===== src/rtl/sfe_pkg.sv =====
package sfe_pkg;
    localparam int OP_BITS = 8;

    typedef logic [OP_BITS-1:0] byte_t;

    typedef enum logic [7:0] {
        OP_WREN    = 8'h06,
        OP_ERASE_A = 8'h60,
        OP_ERASE_B = 8'hC7,
        OP_RDSTAT  = 8'h05
    } opcode_e;

    typedef struct packed {
        logic [1:0] rsvd;
        logic [3:0] prot;
        logic       wel;
        logic       busy;
    } status_t;

    typedef struct packed {
        logic sck_rise;
        logic sck_fall;
        logic cs_rise;
        logic cs_high;
        logic si;
    } spi_evt_t;

    function automatic logic is_erase(byte_t op);
        return (op == OP_ERASE_A) || (op == OP_ERASE_B);
    endfunction
endpackage


===== src/rtl/sfe_sync.sv =====
module sfe_sync
    import sfe_pkg::*;
#(
    parameter int STAGES = 2
) (
    input  logic     clk,
    input  logic     rst,
    input  logic     sck,
    input  logic     cs_n,
    input  logic     si,
    output spi_evt_t evt
);
    localparam int LAST = STAGES - 1;

    logic [LAST:0] sck_p, cs_p, si_p;
    logic          sck_d, cs_d;

    always_ff @(posedge clk) begin
        if (rst) begin
            sck_p <= '0;
            cs_p  <= '1;
            si_p  <= '0;
            sck_d <= 1'b0;
            cs_d  <= 1'b1;
        end else begin
            sck_p <= {sck_p[LAST-1:0], sck};
            cs_p  <= {cs_p[LAST-1:0], cs_n};
            si_p  <= {si_p[LAST-1:0], si};
            sck_d <= sck_p[LAST];
            cs_d  <= cs_p[LAST];
        end
    end

    always_comb begin
        evt.sck_rise = sck_p[LAST] & ~sck_d & ~cs_p[LAST];
        evt.sck_fall = ~sck_p[LAST] & sck_d & ~cs_p[LAST];
        evt.cs_rise  = cs_p[LAST] & ~cs_d;
        evt.cs_high  = cs_p[LAST];
        evt.si       = si_p[LAST];
    end
endmodule


===== src/rtl/sfe_opdec.sv =====
module sfe_opdec
    import sfe_pkg::*;
(
    input  logic     clk,
    input  logic     rst,
    input  spi_evt_t evt,
    input  status_t  stat,
    output byte_t    cmd_op,
    output logic     cmd_valid,
    output logic     so_bit,
    output logic     so_oe
);
    localparam int CNT_W   = $clog2(OP_BITS + 2);
    localparam int IDX_W   = $clog2(OP_BITS);
    localparam int CNT_MAX = OP_BITS + 1;

    logic [CNT_W-1:0] bit_cnt;
    byte_t            op_sr;
    byte_t            snap;
    logic [IDX_W-1:0] idx;
    logic             full, rd_phase;

    assign full     = (bit_cnt == CNT_W'(OP_BITS));
    assign rd_phase = (bit_cnt >= CNT_W'(OP_BITS)) && (op_sr == OP_RDSTAT);

    always_ff @(posedge clk) begin
        if (rst || evt.cs_high) begin
            bit_cnt <= '0;
            op_sr   <= '0;
            snap    <= '0;
            idx     <= '0;
            so_oe   <= 1'b0;
        end else begin
            if (evt.sck_rise) begin
                if (bit_cnt < CNT_W'(OP_BITS))
                    op_sr <= {op_sr[OP_BITS-2:0], evt.si};
                if (bit_cnt < CNT_W'(CNT_MAX))
                    bit_cnt <= bit_cnt + 1'b1;
            end
            if (evt.sck_fall && rd_phase) begin
                if (!so_oe || idx == '0) begin
                    so_oe <= 1'b1;
                    snap  <= stat;
                    idx   <= IDX_W'(OP_BITS - 1);
                end else begin
                    idx <= idx - 1'b1;
                end
            end
        end
    end

    always_ff @(posedge clk) begin
        if (rst) begin
            cmd_valid <= 1'b0;
            cmd_op    <= '0;
        end else begin
            cmd_valid <= evt.cs_rise && full;
            cmd_op    <= op_sr;
        end
    end

    assign so_bit = snap[idx];
endmodule


===== src/rtl/sfe_timer.sv =====
module sfe_timer #(
    parameter int CYCLES = 50000
) (
    input  logic clk,
    input  logic rst,
    input  logic start,
    output logic busy,
    output logic done
);
    localparam int CW = $clog2(CYCLES + 1);

    logic [CW-1:0] remain;

    always_ff @(posedge clk) begin
        if (rst)
            remain <= '0;
        else if (start)
            remain <= CW'(CYCLES);
        else if (remain != '0)
            remain <= remain - 1'b1;
    end

    assign busy = (remain != '0);
    assign done = (remain == CW'(1));
endmodule


===== src/rtl/flash_erase_status_fe.sv =====
module flash_erase_status_fe
    import sfe_pkg::*;
#(
    parameter int ERASE_CYCLES = 50000,
    parameter int SYNC_STAGES  = 2
) (
    input  logic       clk,
    input  logic       rst,
    input  logic       sck,
    input  logic       cs_n,
    input  logic       si,
    input  logic [3:0] prot_cfg,
    output logic       so_data,
    output logic       so_en,
    output logic       erase_start
);
    spi_evt_t evt;
    status_t  stat;
    byte_t    cmd_op;
    logic     cmd_valid, busy, done, wel_q, accept, reject;
    logic [3:0] prot_q;

    sfe_sync #(.STAGES(SYNC_STAGES)) u_sync (
        .clk(clk), .rst(rst), .sck(sck), .cs_n(cs_n), .si(si), .evt(evt)
    );

    sfe_opdec u_dec (
        .clk(clk), .rst(rst), .evt(evt), .stat(stat),
        .cmd_op(cmd_op), .cmd_valid(cmd_valid), .so_bit(so_data), .so_oe(so_en)
    );

    sfe_timer #(.CYCLES(ERASE_CYCLES)) u_tmr (
        .clk(clk), .rst(rst), .start(accept), .busy(busy), .done(done)
    );

    assign accept = cmd_valid && is_erase(cmd_op) && !busy && wel_q && (prot_q == '0);
    assign reject = cmd_valid && is_erase(cmd_op) && !busy && !accept;

    always_ff @(posedge clk) begin
        if (rst) begin
            prot_q      <= '0;
            wel_q       <= 1'b0;
            erase_start <= 1'b0;
        end else begin
            prot_q      <= prot_cfg;
            erase_start <= accept;
            if (done || reject)
                wel_q <= 1'b0;
            else if (cmd_valid && !busy && cmd_op == OP_WREN)
                wel_q <= 1'b1;
        end
    end

    always_comb begin
        stat.rsvd = 2'b00;
        stat.prot = prot_q;
        stat.wel  = wel_q;
        stat.busy = busy;
    end
endmodule


===== config.mk =====
export PLATFORM = sky130hd
export DESIGN_NAME = flash_erase_status_fe
export DESIGN_NICKNAME = d
export VERILOG_FILES = /design/src/rtl/sfe_pkg.sv /design/src/rtl/sfe_sync.sv /design/src/rtl/sfe_opdec.sv /design/src/rtl/sfe_timer.sv /design/src/rtl/flash_erase_status_fe.sv
export SDC_FILE = /design/constraint.sdc
export NUM_CORES = 1
export LEC_CHECK = 0
export ABC_AREA = 0
export BUFFER_PORTS_ARGS = -buffer_cell sky130_fd_sc_hd__buf_2
export CELL_PAD_IN_SITES_DETAIL_PLACEMENT = 1
export CELL_PAD_IN_SITES_GLOBAL_PLACEMENT = 1
export CORE_MARGIN = 2
export CORE_UTILIZATION = 42
export CTS_CLUSTER_DIAMETER = 80
export DETAILED_ROUTE_END_ITERATION = 8
export PLACE_DENSITY_LB_ADDON = 0.1
export SLEW_MARGIN = 5
export SYNTH_ARGS = -nofsm -noshare
export SYNTH_HDL_FRONTEND = slang
export SYNTH_HIERARCHICAL = 1
export SYNTH_SLANG_ARGS = --single-unit
export TNS_END_PERCENT = 100

===== constraint.sdc =====
create_clock -name clk -period 4.4 [get_ports clk]
set_clock_uncertainty 0.05 [all_clocks]
set_input_delay 0.44 -clock clk [delete_from_list [all_inputs] [get_ports clk]]
set_output_delay 0.44 -clock clk [all_outputs]
set_load 0.005 [all_outputs]

==> results of run 1 <==
[path summary, 6_finish.rpt]
check             slack, ps              end  cells after the start       startpoint
setup / recovery       1280  u_tmr/remain[3]                     10  u_tmr/remain[0]
hold / removal          230   u_sync/cs_p[0]                      2             cs_n
hold reg to reg         370   u_sync/cs_p[1]                      1   u_sync/cs_p[0]
setup reg to reg       1280  u_tmr/remain[3]                     10  u_tmr/remain[0]
[critical path, cell delays in order (launching register included)]
cell and delay [ps]:
dfxtp_1 330, inv_1 100, ha_1 240, or4b_1 650, or2_1 370, nor4b_4 280
nand3_1 160, nor2_1 220, or2_2 300, nor2_1 80, a41o_1 230
[kinds of logic (layout without fill, tap and decap cells)]
| kind of cell | count (synthesis) | count (layout) | share of synthesized area (%) |
|---|---|---|---|
| compound gates | 50 | 50 | 12.8 |
| xor+xnor | 1 | 1 | 0.328 |
| fa+ha+maj | 6 | 6 | 2.81 |
| buf+inv | 20 | 38 | 3.42 |
| flops | 63 | 63 | 47.2 |
| mux | 13 | 13 | 5.85 |
| other cells | 1 | 2 | 0.140 |
| simple gates | 126 | 126 | 27.4 |
[layer usage]
metal  vias to the layer above  share of wire [%]  track usage, %
met3                        10                2.3            3.56
li1                       1024                  -               -
met4                         0                2.1            8.36
met1                       958                 52            23.9
met2                        26                 44            26.3
met5                         -                  0               0
[state kept, by name, summed over array words and instances (netlist names)]
signal,count
u_tmr/remain,16
u_sync/si_p,2
u_sync/cs_p,2
wel_q,1
u_sync/cs_d,1
u_dec/snap,8
u_dec/so_oe,1
u_dec/cmd_op,8
u_sync/sck_p,2
erase_start,1
u_dec/idx,3
u_sync/sck_d,1
prot_q,4
u_dec/bit_cnt,4
u_dec/cmd_valid,1
u_dec/op_sr,8
[cell usage in the layout (no fill, tap or decap), types with 6 or more instances in the layout]
cell type and n:
nor3_1 10, inv_1 11, a21oi_1 19, or4_1 6, clkbuf_8 10, buf_2 11
ha_1 6, nor2b_1 19, o31ai_1 7, dfxtp_1 63, mux2i_1 10, nand2_1 25
nor2_1 25
[per-stage QoR]
stage          hold slack [ps]  setup slack [ps]  cell area [sq um]  std cells  util [%]
3_5_place_dp               344              1310               2780        360      44.5
3_3_place_gp               353              1440               2780        360      44.5
4_1_cts                    227              1280               3000        376      48.0
6_report                   231              1280               3000        376      48.0
2_1_floorplan              333              1670               2680        281         -
5_1_grt                    231               981               3000        376      48.0
[cell type report]
cell class | count | area (sq um) | share of cell area, %
Sequential cell | 63 | 1260 | 42.1
Timing Repair Buffer | 11 | 55.1 | 1.84
Clock inverter | 6 | 83.8 | 2.80
Multi-Input combinational cell | 198 | 1320 | 44.1
Inverter | 11 | 41.3 | 1.38
Tap cell | 77 | 96.3 | 3.21
Clock buffer | 10 | 138 | 4.59
[where the power goes]
group / internal, uW / total, uW / switching, uW
Clock: 332 / 561 / 229
Combinational: 218 / 570 / 352
Sequential: 636 / 712 / 76.3
Total: 1190 / 1840 / 657
[cell usage after synthesis, drive strengths merged, types with 4 or more instances]
cell type	instances	area (sq um)
nor3	11	60.1
a211oi	4	30.0
nor2b	19	119
o21ai	5	25.0
nand2b	4	25.0
a21oi	19	95.1
nand3	4	20.0
o31ai	7	52.6
clkbuf	4	15.0
ha	6	75.1
buf	5	35.0
a31oi	4	25.0
and4	4	35.0
nand2	25	93.8
mux2i	10	100
or2	7	43.8
nor2	25	93.8
inv	11	41.3
dfxtp	63	1260
or4	7	56.3
==> out/metrics.yaml, run 1 <==
status: "completed"
cts.path.max_buffers: 2
async_flop_share_pct: 0
rsz0062_at_grt: "false"
crit_required_ps: 4580
dr.pass1.iters: 4
irDropWorstVdd_mv: 0.361
rows: 29
track_usage_pct: 17.5
cts-root-buf: "clkbuf_8"
grt_pass1_wl_um: 9800
arrival_ps: 3310
drtIter0Drc: 90
synth-edff-count: 0
critPathKind: "flip-flop to flip-flop"
overflow: 0
pin_count: 12
maxClockFrequency_mhz: 320
drc_errors: 0
grt_pass1_vias: 2047
setup_tns_ps: 0
ys.flop_type: "dfxtp_1"
syn_inst: 280
fin_nets: 309
die_h_um: 83.8
detail_route.wl_per_cell_um: 14.6
routed_wl_um: 5500
relSlewSlack_pct: 44.2
hold_path.class: "input port to flip-flop"
cts_made_buffers: 9
syn_area_per_cell_sq_um: 9.54
cts_resized: 0
place.gp.congestion: 0.842
cts.sinks: 63
path_max_fanout: 12
yosysWarnings: 6
io_buffers: 11
finalMaxSlewViolations: 0
area_growth_pct: 12.2
core_area_sq_mm: 0.00624
post-route-min-period_ps: 3120
drive_gt1_share_pct: 13.7
ant_nets: 0
antennaDiodeCount: 0
period_share_pct: 70.9
hold_viol: 0
vias: 2018
hpwl_um: 3860
grt_max_degree: 32
power.density_mw_per_mm2: 615
power.leakage_uw: 0.00102
end_kind: "flip-flop"
fp.dieW_um: 83.8
viasPerCell: 5.37
start_util_pct: 42.8
ys_seq_area_share_pct: 47.2
ys_ff_latch: 63
antenna_found_initial: 0
cts_setup_buffers: 0
clk_latency_ps: 340
htree_levels: 3
cts_tree: "yes"
power_uw: 1840
setup_violations: 0
cap_viol_max_count: 0
hold_buffers: 0
die-area_sq_mm: 0.00701
clkTransAtPathRegs_ps: 70
worst_pin_slew_ps: 837
synth_area_sq_mm: 0.00267
start_kind: "flip-flop"
ys_types: 54
filler_cell_count: 724
No activity file was read; power rests on OpenSTA's default activity.
==> inputs of run 2 (changes only) <==
--- a/config.mk
+++ b/config.mk
@@ -5,12 +5,12 @@
 export SDC_FILE = /design/constraint.sdc
 export NUM_CORES = 1
 export LEC_CHECK = 0
-export ABC_AREA = 0
+export ABC_AREA = 1
 export BUFFER_PORTS_ARGS = -buffer_cell sky130_fd_sc_hd__buf_2
 export CELL_PAD_IN_SITES_DETAIL_PLACEMENT = 1
 export CELL_PAD_IN_SITES_GLOBAL_PLACEMENT = 1
 export CORE_MARGIN = 2
-export CORE_UTILIZATION = 42
+export CORE_UTILIZATION = 40
 export CTS_CLUSTER_DIAMETER = 80
 export DETAILED_ROUTE_END_ITERATION = 8
 export PLACE_DENSITY_LB_ADDON = 0.1
==> constraint.sdc (replaced) <==
create_clock -name clk -period 2.55 [get_ports clk]
set_clock_uncertainty 0.05 [all_clocks]
set_input_delay 0.255 -clock clk [delete_from_list [all_inputs] [get_ports clk]]
set_output_delay 0.255 -clock clk [all_outputs]
set_load 0.005 [all_outputs]
==> run 2 against run 1 <==
Maximum frequency up 38%. Power up 57%. Global-route usage down 0.20 points. Area after synthesis up 8.5%. Routed wire length up 15%. Final area up 7.7%. Critical endpoint unchanged. First-iteration DRC count down 38%. Final cell count up 41%. Largest cell class unchanged. Sequential share of layout area down 3.0 points. Die area up 13%. Via count up 21%.
==> out/metrics.yaml, run 2 <==
status: "completed"  # unchanged
end_kind: "flip-flop"  # unchanged
overflow: 0  # unchanged
synth_top_area_cell: "dfxtp_1"  # unchanged
start_kind: "flip-flop"  # unchanged
viasPerCell: 4.60  # was 5.37
arrival_ps: 2470  # was 3310 ps
antennaDiodeCount: 0  # unchanged
synth_commonest_cells: "nand2_1 (82), nor2_1 (81), inv_1 (64)"  # was dfxtp_1 (63), nand2_1 (25), nor2_1 (25)
period_share_pct: 88.9  # was 70.9%
cp_cell_sequence: "inv_1 > ha_1 > nand2_2 > nor2_4 > nand2_4 > inv_1 > nand2_1 > nor2_2 > nand3_1 > nand2_1 > nand2_2 > inv_1 > nor2_1 > inv_1 > a211oi_1"  # was inv_1 > ha_1 > or4b_1 > or2_1 > nor4b_4 > nand3_1 > nor2_1 > or2_2 > nor2_1 > a41o_1
hold_ws_ps: 51.5  # was 231 ps
synth-edff-count: 0  # unchanged
power.density_mw_per_mm2: 898  # was 615 mW/mm^2
syn_area_per_cell_sq_um: 7.07  # was 9.54 sq um
ys.flop_type: "dfxtp_1"  # unchanged
rows: 31  # was 29
fin_nets: 442  # was 309
cts-root-buf: "clkbuf_8"  # unchanged
die_h_um: 89.1  # was 83.8 um
drtIter0Drc: 56  # was 90
crit_path_frequent_cell: "inv_1"  # was nor2_1
start_util_pct: 40.6  # was 42.8%
track_usage_pct: 17.3  # was 17.5%
hpwl_um: 4740  # was 3860 um
ant_nets: 0  # unchanged
path_max_fanout: 17  # was 12
power.leakage_uw: 0.00148  # was 0.00102 uW
crit_required_ps: 2750  # was 4580 ps
finalMaxSlewViolations: 0  # unchanged
async_flop_share_pct: 0  # unchanged
detail_route.wl_per_cell_um: 11.9  # was 14.6 um
pin_count: 12  # unchanged
ys_types: 30  # was 54
synth_area_sq_mm: 0.00290  # was 0.00267 sq mm
cts.path.max_buffers: 2  # unchanged
layout_common_cells: "nand2_1 (82), nor2_1 (81), inv_1 (64)"  # was dfxtp_1 (63), nand2_1 (25), nor2_1 (25)
yosysMostFrequentCell: "nand2_1"  # was dfxtp_1
cts_resized: 0  # unchanged
core_area_sq_mm: 0.00714  # was 0.00624 sq mm
crit_family: "simple AND/OR/NAND/NOR gates"  # unchanged
setup_tns_ps: 0  # unchanged
relSlewSlack_pct: 61.7  # was 44.2%
cts_made_buffers: 9  # unchanged
cpPeakStageDelay_ps: 370  # was 650 ps
post-route-min-period_ps: 2270  # was 3120 ps
grt_pass1_wl_um: 10500  # was 9800 um
drc_errors: 0  # unchanged
cts_setup_buffers: 0  # unchanged
place.gp.congestion: 0.771  # was 0.842
setup_violations: 0  # unchanged
ys_ff_latch: 63  # unchanged
fp.dieW_um: 89.1  # was 83.8 um
cp.buffers_inverters: 4  # was 1
cts_tree: "yes"  # unchanged
hold_viol: 0  # unchanged
hold_path.class: "input port to flip-flop"  # unchanged
worst_pin_slew_ps: 575  # was 837 ps
grt_max_degree: 32  # unchanged
final_util_pct: 45.2  # was 48.0%
drive_gt1_share_pct: 12.1  # was 13.7%
antenna_found_initial: 0  # unchanged
die-area_sq_mm: 0.00794  # was 0.00701 sq mm
synth.area.top_cells: "dfxtp_1 (44%), nand2_1 (11%), nor2_1 (10%)"  # was dfxtp_1 (47%), nor2b_1 (4.4%), mux2i_1 (3.7%)
rsz0062_at_grt: "false"  # unchanged
clk_latency_ps: 330  # was 340 ps
yosysWarnings: 6  # unchanged
routed_wl_um: 6300  # was 5500 um
dr.pass1.iters: 4  # unchanged
mostFrequentLayoutCell: "nand2_1"  # was dfxtp_1
yosysTopAreaCellShare_pct: 43.5  # was 47.2%
syn_inst: 410  # was 280
critPathKind: "flip-flop to flip-flop"  # unchanged
cap_viol_max_count: 0  # unchanged
io_buffers: 11  # unchanged
ys_seq_area_share_pct: 43.5  # was 47.2%
area_growth_pct: 11.4  # was 12.2%
clkTransAtPathRegs_ps: 70  # about the same
slowest_stage: "dfxtp_1"  # was or4b_1
hold_buffers: 0  # unchanged
htree_levels: 3  # unchanged
largest_reg_flops: 16  # unchanged
maxClockFrequency_mhz: 441  # was 320 MHz
vias: 2440  # was 2018
cts.sinks: 63  # unchanged
grt_pass1_vias: 2355  # was 2047
irDropWorstVdd_mv: 0.327  # was 0.361 mV
regMostFlops: "u_tmr/remain"  # unchanged
==> run 2: cell count changes in the layout (fill, tap and decap cells not counted), moves of 10 or more <==
cell | before | now
mux2i_1 | 10 | 0
nand2_1 | 25 | 82
nor2_1 | 25 | 81
o21ai_0 | 5 | 17
nand3_1 | 4 | 18
nor2b_1 | 19 | 0
inv_1 | 11 | 64
a21oi_1 | 19 | 30
==> run 2: power by group <==
part / internal (uW) / switching, uW / total, uW
clock network: 498 / 371 / 869
logic: 305 / 558 / 863
registers: 1080 / 89.9 / 1170
==> run 2: final cells by class <==
type / instances / area [sq um]
multi-input cells: 273 / 1330
clock buffers: 12 / 155
inverters: 67 / 251
flip-flops and latches: 63 / 1260
fillers: 947 / 3910
repair buffers: 13 / 70.1
well taps: 99 / 124
clock inverters: 3 / 42.5
==> run 2: cell families (layout without fill, tap and decap cells) <==
| kind of cell | Yosys count | count (layout) | synth area share [%] |
|---|---|---|---|
| other | 1 | 2 | 0.129 |
| and+or+nand+nor | 211 | 211 | 32.5 |
| xor gates and xnor gates | 4 | 4 | 1.21 |
| adders and majority gates | 6 | 6 | 2.59 |
| buffers and inverters | 75 | 95 | 10.9 |
| AOI/OAI and AO/OA | 50 | 50 | 9.20 |
| DFF | 63 | 63 | 43.5 |
==> run 2: worst paths after layout <==
kind / start / endpoint / slack (ps) / depth (start not counted)
max: u_tmr/remain[0] / u_tmr/remain[3] / 280 / 15
min: cs_n / u_sync/cs_p[0] / 50 / 2
max reg2reg: u_tmr/remain[0] / u_tmr/remain[3] / 280 / 15
min reg2reg: u_sync/sck_p[0] / u_sync/sck_p[1] / 360 / 2
==> run 2: per-stage QoR <==
stage	instances	power, uW	area, sq um	setup slack (ps)
final	530	2900	3230	282
after CTS	530	2950	3230	243
after global routing	530	3130	3230	0.693
after global placement	515	2040	3030	372
after detailed placement	515	2070	3030	245
after floorplan	411	1890	2900	536
==> run 2: per-layer routing <==
| layer | GRT usage [%] | routed length, um | up-vias |
|---|---|---|---|
| met5 | 0 | 0 | - |
| met4 | 4.48 | 36 | 0 |
| met3 | 4.71 | 134 | 4 |
| met2 | 29.5 | 3020 | 21 |
| met1 | 21.5 | 3110 | 1133 |
| li1 | - | - | 1282 |
==> inputs of run 3 (changes only) <==
--- a/config.mk
+++ b/config.mk
@@ -13,10 +13,10 @@
 export CORE_UTILIZATION = 40
 export CTS_CLUSTER_DIAMETER = 80
 export DETAILED_ROUTE_END_ITERATION = 8
+export MAX_ROUTING_LAYER = met4
 export PLACE_DENSITY_LB_ADDON = 0.1
 export SLEW_MARGIN = 5
 export SYNTH_ARGS = -nofsm -noshare
 export SYNTH_HDL_FRONTEND = slang
-export SYNTH_HIERARCHICAL = 1
 export SYNTH_SLANG_ARGS = --single-unit
 export TNS_END_PERCENT = 100
==> run 3 against run 2 <==
Die area is 6.8% lower. Critical path depth is 12 lower. Utilization is 1.4 points higher. Sequential power is 3% lower. Sequential share of layout area is 1.7 points higher. Final area is 7.2% lower. Global-route usage is 2.5 points higher. Final cell count is 11% lower. Worst hold slack worse by 7.7 ps. Non-clock buffer count is 1 lower. Register-to-register slack better by 250 ps. Routed wire length is 0.86% lower.
==> out/metrics.yaml, run 3 <==
antennaDiodeCount: 0  # unchanged
hold_buffers: 0  # unchanged
period_share_pct: 79.0  # was 88.9%
reg_top3: "u_tmr.remain (16), u_dec.cmd_op (8), u_dec.op_sr (8)"
area_growth_pct: 11.3  # was 11.4%
async_flop_share_pct: 0  # unchanged
largest_reg_flops: 16  # unchanged
grt_pass1_wl_um: 11000  # was 10500 um
die_h_um: 86.0  # was 89.1 um
irDropWorstVdd_mv: 0.422  # was 0.327 mV
grt_max_degree: 25  # was 32
hold_viol: 0  # unchanged
clkTransAtPathRegs_ps: 70  # about the same
ys_seq_area_share_pct: 45.4  # was 43.5%
ys.flop_type: "dfxtp_1"  # unchanged
syn_inst: 372  # was 410
track_usage_pct: 19.8  # was 17.3%
sw_frac_of_total_pct: 37.9  # was 35.1%
setup_tns_ps: 0  # unchanged
core_area_sq_mm: 0.00642  # was 0.00714 sq mm
overflow: 0  # unchanged
yosysWarnings: 0  # was 6
hold_ws_ps: 43.8  # was 51.5 ps
viasPerCell: 4.94  # was 4.60
hold_path.class: "input port to flip-flop"  # unchanged
cts_made_buffers: 9  # unchanged
yosysTopAreaCellShare_pct: 45.4  # was 43.5%
cts_setup_buffers: 0  # unchanged
syn_area_per_cell_sq_um: 7.24  # was 7.07 sq um
worst_pin_slew_ps: 1190  # was 575 ps
io_buffers: 11  # unchanged
clkPwrFrac_pct: 27.5  # was 30.0%
synth_top_area_cell: "dfxtp_1"  # unchanged
grt_use_met1_pct: 22.3  # was 21.5%
antenna_found_initial: 0  # unchanged
maxClockFrequency_mhz: 496  # was 441 MHz
dr.pass1.iters: 4  # unchanged
cts_tree: "yes"  # unchanged
detail_route.wl_per_cell_um: 13.2  # was 11.9 um
place.gp.congestion: 0.754  # was 0.771
ys_types: 26  # was 30
p_int_uw: 1690  # was 1880 uW
pwr-share-comb_pct: 31.0  # was 29.8%
end_kind: "flip-flop"  # unchanged
setup_violations: 0  # unchanged
cts.sinks: 61  # was 63
power.density_mw_per_mm2: 906  # was 898 mW/mm^2
clk_latency_ps: 350  # was 330 ps
grt_util_met2_pct: 33.0  # was 29.5%
rows: 29  # was 31
top_usage_layer: "met2"  # unchanged
start_kind: "flip-flop"  # unchanged
finalMaxSlewViolations: 0  # unchanged
synth_area_sq_mm: 0.00269  # was 0.00290 sq mm
crit_required_ps: 2770  # was 2750 ps
synth.area.top_cells: "dfxtp_1 (45%), nor2_1 (9.5%), inv_1 (8.8%)"  # was dfxtp_1 (44%), nand2_1 (11%), nor2_1 (10%)
rsz0062_at_grt: "false"  # unchanged
synth_commonest_cells: "nor2_1 (68), inv_1 (63), dfxtp_1 (61)"  # was nand2_1 (82), nor2_1 (81), inv_1 (64)
synth_fp_nets: 388
yosysMostFrequentCell: "nor2_1"  # was nand2_1
status: "completed"  # unchanged
post-route-min-period_ps: 2020  # was 2270 ps
fp.dieW_um: 86.0  # was 89.1 um
fin_nets: 406  # was 442
pin_count: 12  # unchanged
cts.path.max_buffers: 2  # unchanged
ys_ff_latch: 61  # was 63
regMostFlops: "u_tmr.remain"  # was u_tmr/remain
vias: 2333  # was 2440
p_seq_share_pct: 41.5  # was 40.3%
drive_gt1_share_pct: 10.1  # was 12.1%
htree_levels: 3  # unchanged
drtIter0Drc: 50  # was 56
power.switching_uw: 1030  # was 1020 uW
met3_usage_pct: 5.49  # was 4.71%
grt_pass1_vias: 2407  # was 2355
cts-root-buf: "clkbuf_8"  # unchanged
cts_resized: 0  # unchanged
relSlewSlack_pct: 20.4  # was 61.7%
synth-edff-count: 0  # unchanged
arrival_ps: 2230  # was 2470 ps
start_util_pct: 41.9  # was 40.6%
drc_errors: 0  # unchanged
mostFrequentLayoutCell: "nor2_1"  # was nand2_1
routed_wl_um: 6240  # was 6300 um
layout_common_cells: "nor2_1 (68), inv_1 (63), dfxtp_1 (61)"  # was nand2_1 (82), nor2_1 (81), inv_1 (64)
hpwl_um: 4670  # was 4740 um
power.leakage_uw: 0.00127  # was 0.00148 uW
ant_nets: 0  # unchanged
die-area_sq_mm: 0.00740  # was 0.00794 sq mm
cap_viol_max_count: 0  # unchanged
critPathKind: "flip-flop to flip-flop"  # unchanged
path_max_fanout: 18  # was 17
==> run 3: logic make-up (layout without fill, tap and decap cells) <==
group / count (synthesis) / after routing / share of synthesized area, %
compound gates: 47 / 47 / 9.15
xor+xnor: 7 / 7 / 2.28
fa+ha+maj: 7 / 7 / 3.25
buf+inv: 68 / 91 / 9.57
flops: 61 / 61 / 45.4
simple gates: 182 / 182 / 30.4
==> run 3: worst paths after layout <==
| path | startpoint | slack (ps) | cells after the start | to |
|---|---|---|---|---|
| hold / removal | cs_n | 40 | 2 | u_sync.cs_p[0] |
| setup reg to reg | u_sync.cs_p[1] | 530 | 3 | u_dec.op_sr[1] |
| setup / recovery | u_sync.cs_p[1] | 530 | 3 | u_dec.op_sr[1] |
| hold reg to reg | u_sync.cs_d | 350 | 1 | u_dec.cmd_valid |
==> run 3: stage by stage <==
step | power (uW) | util [%] | instances | setup WS [ps] | cell area (sq um)
after floorplan | 1810 | - | 372 | 1020 | 2690
after global placement | 1970 | 44.1 | 456 | 631 | 2830
after detailed placement | 2000 | 44.1 | 456 | 540 | 2830
after CTS | 2760 | 46.7 | 472 | 496 | 3000
after global routing | 2930 | 46.7 | 472 | 308 | 3000
final | 2720 | 46.7 | 472 | 535 | 3000
==> run 3: critical path, cell delays in order (launching register included) <==
cell and delay [ps]:
dfxtp_1 360, nor2_1 920, inv_1 310, a211oi_1 290
==> run 3: power groups by stage <==
| stage | clock network [uW] | registers, uW | logic, uW |
|---|---|---|---|
| after global placement | 0 | 1150 | 821 |
| after floorplan | 0 | 1120 | 684 |
| after global routing | 821 | 1140 | 973 |
| after CTS | 782 | 1130 | 855 |
| final | 748 | 1130 | 842 |
| after detailed placement | 0 | 1150 | 848 |
==> run 3: layout make-up <==
class	instances	area (sq um)
Fill cell	840	3430
Sequential cell	61	1220
Multi-Input combinational cell	243	1210
Inverter	63	236
Clock buffer	10	128
Tap cell	77	96.3
Timing Repair Buffer	12	62.6
Clock inverter	6	38.8
==> run 3: routing by layer <==
layer / wire length [um] / share of wire (%)
met1: 3000 / 48
met2: 2950 / 47
met3: 181 / 2.9
met4: 114 / 1.8
met5: 0 / 0
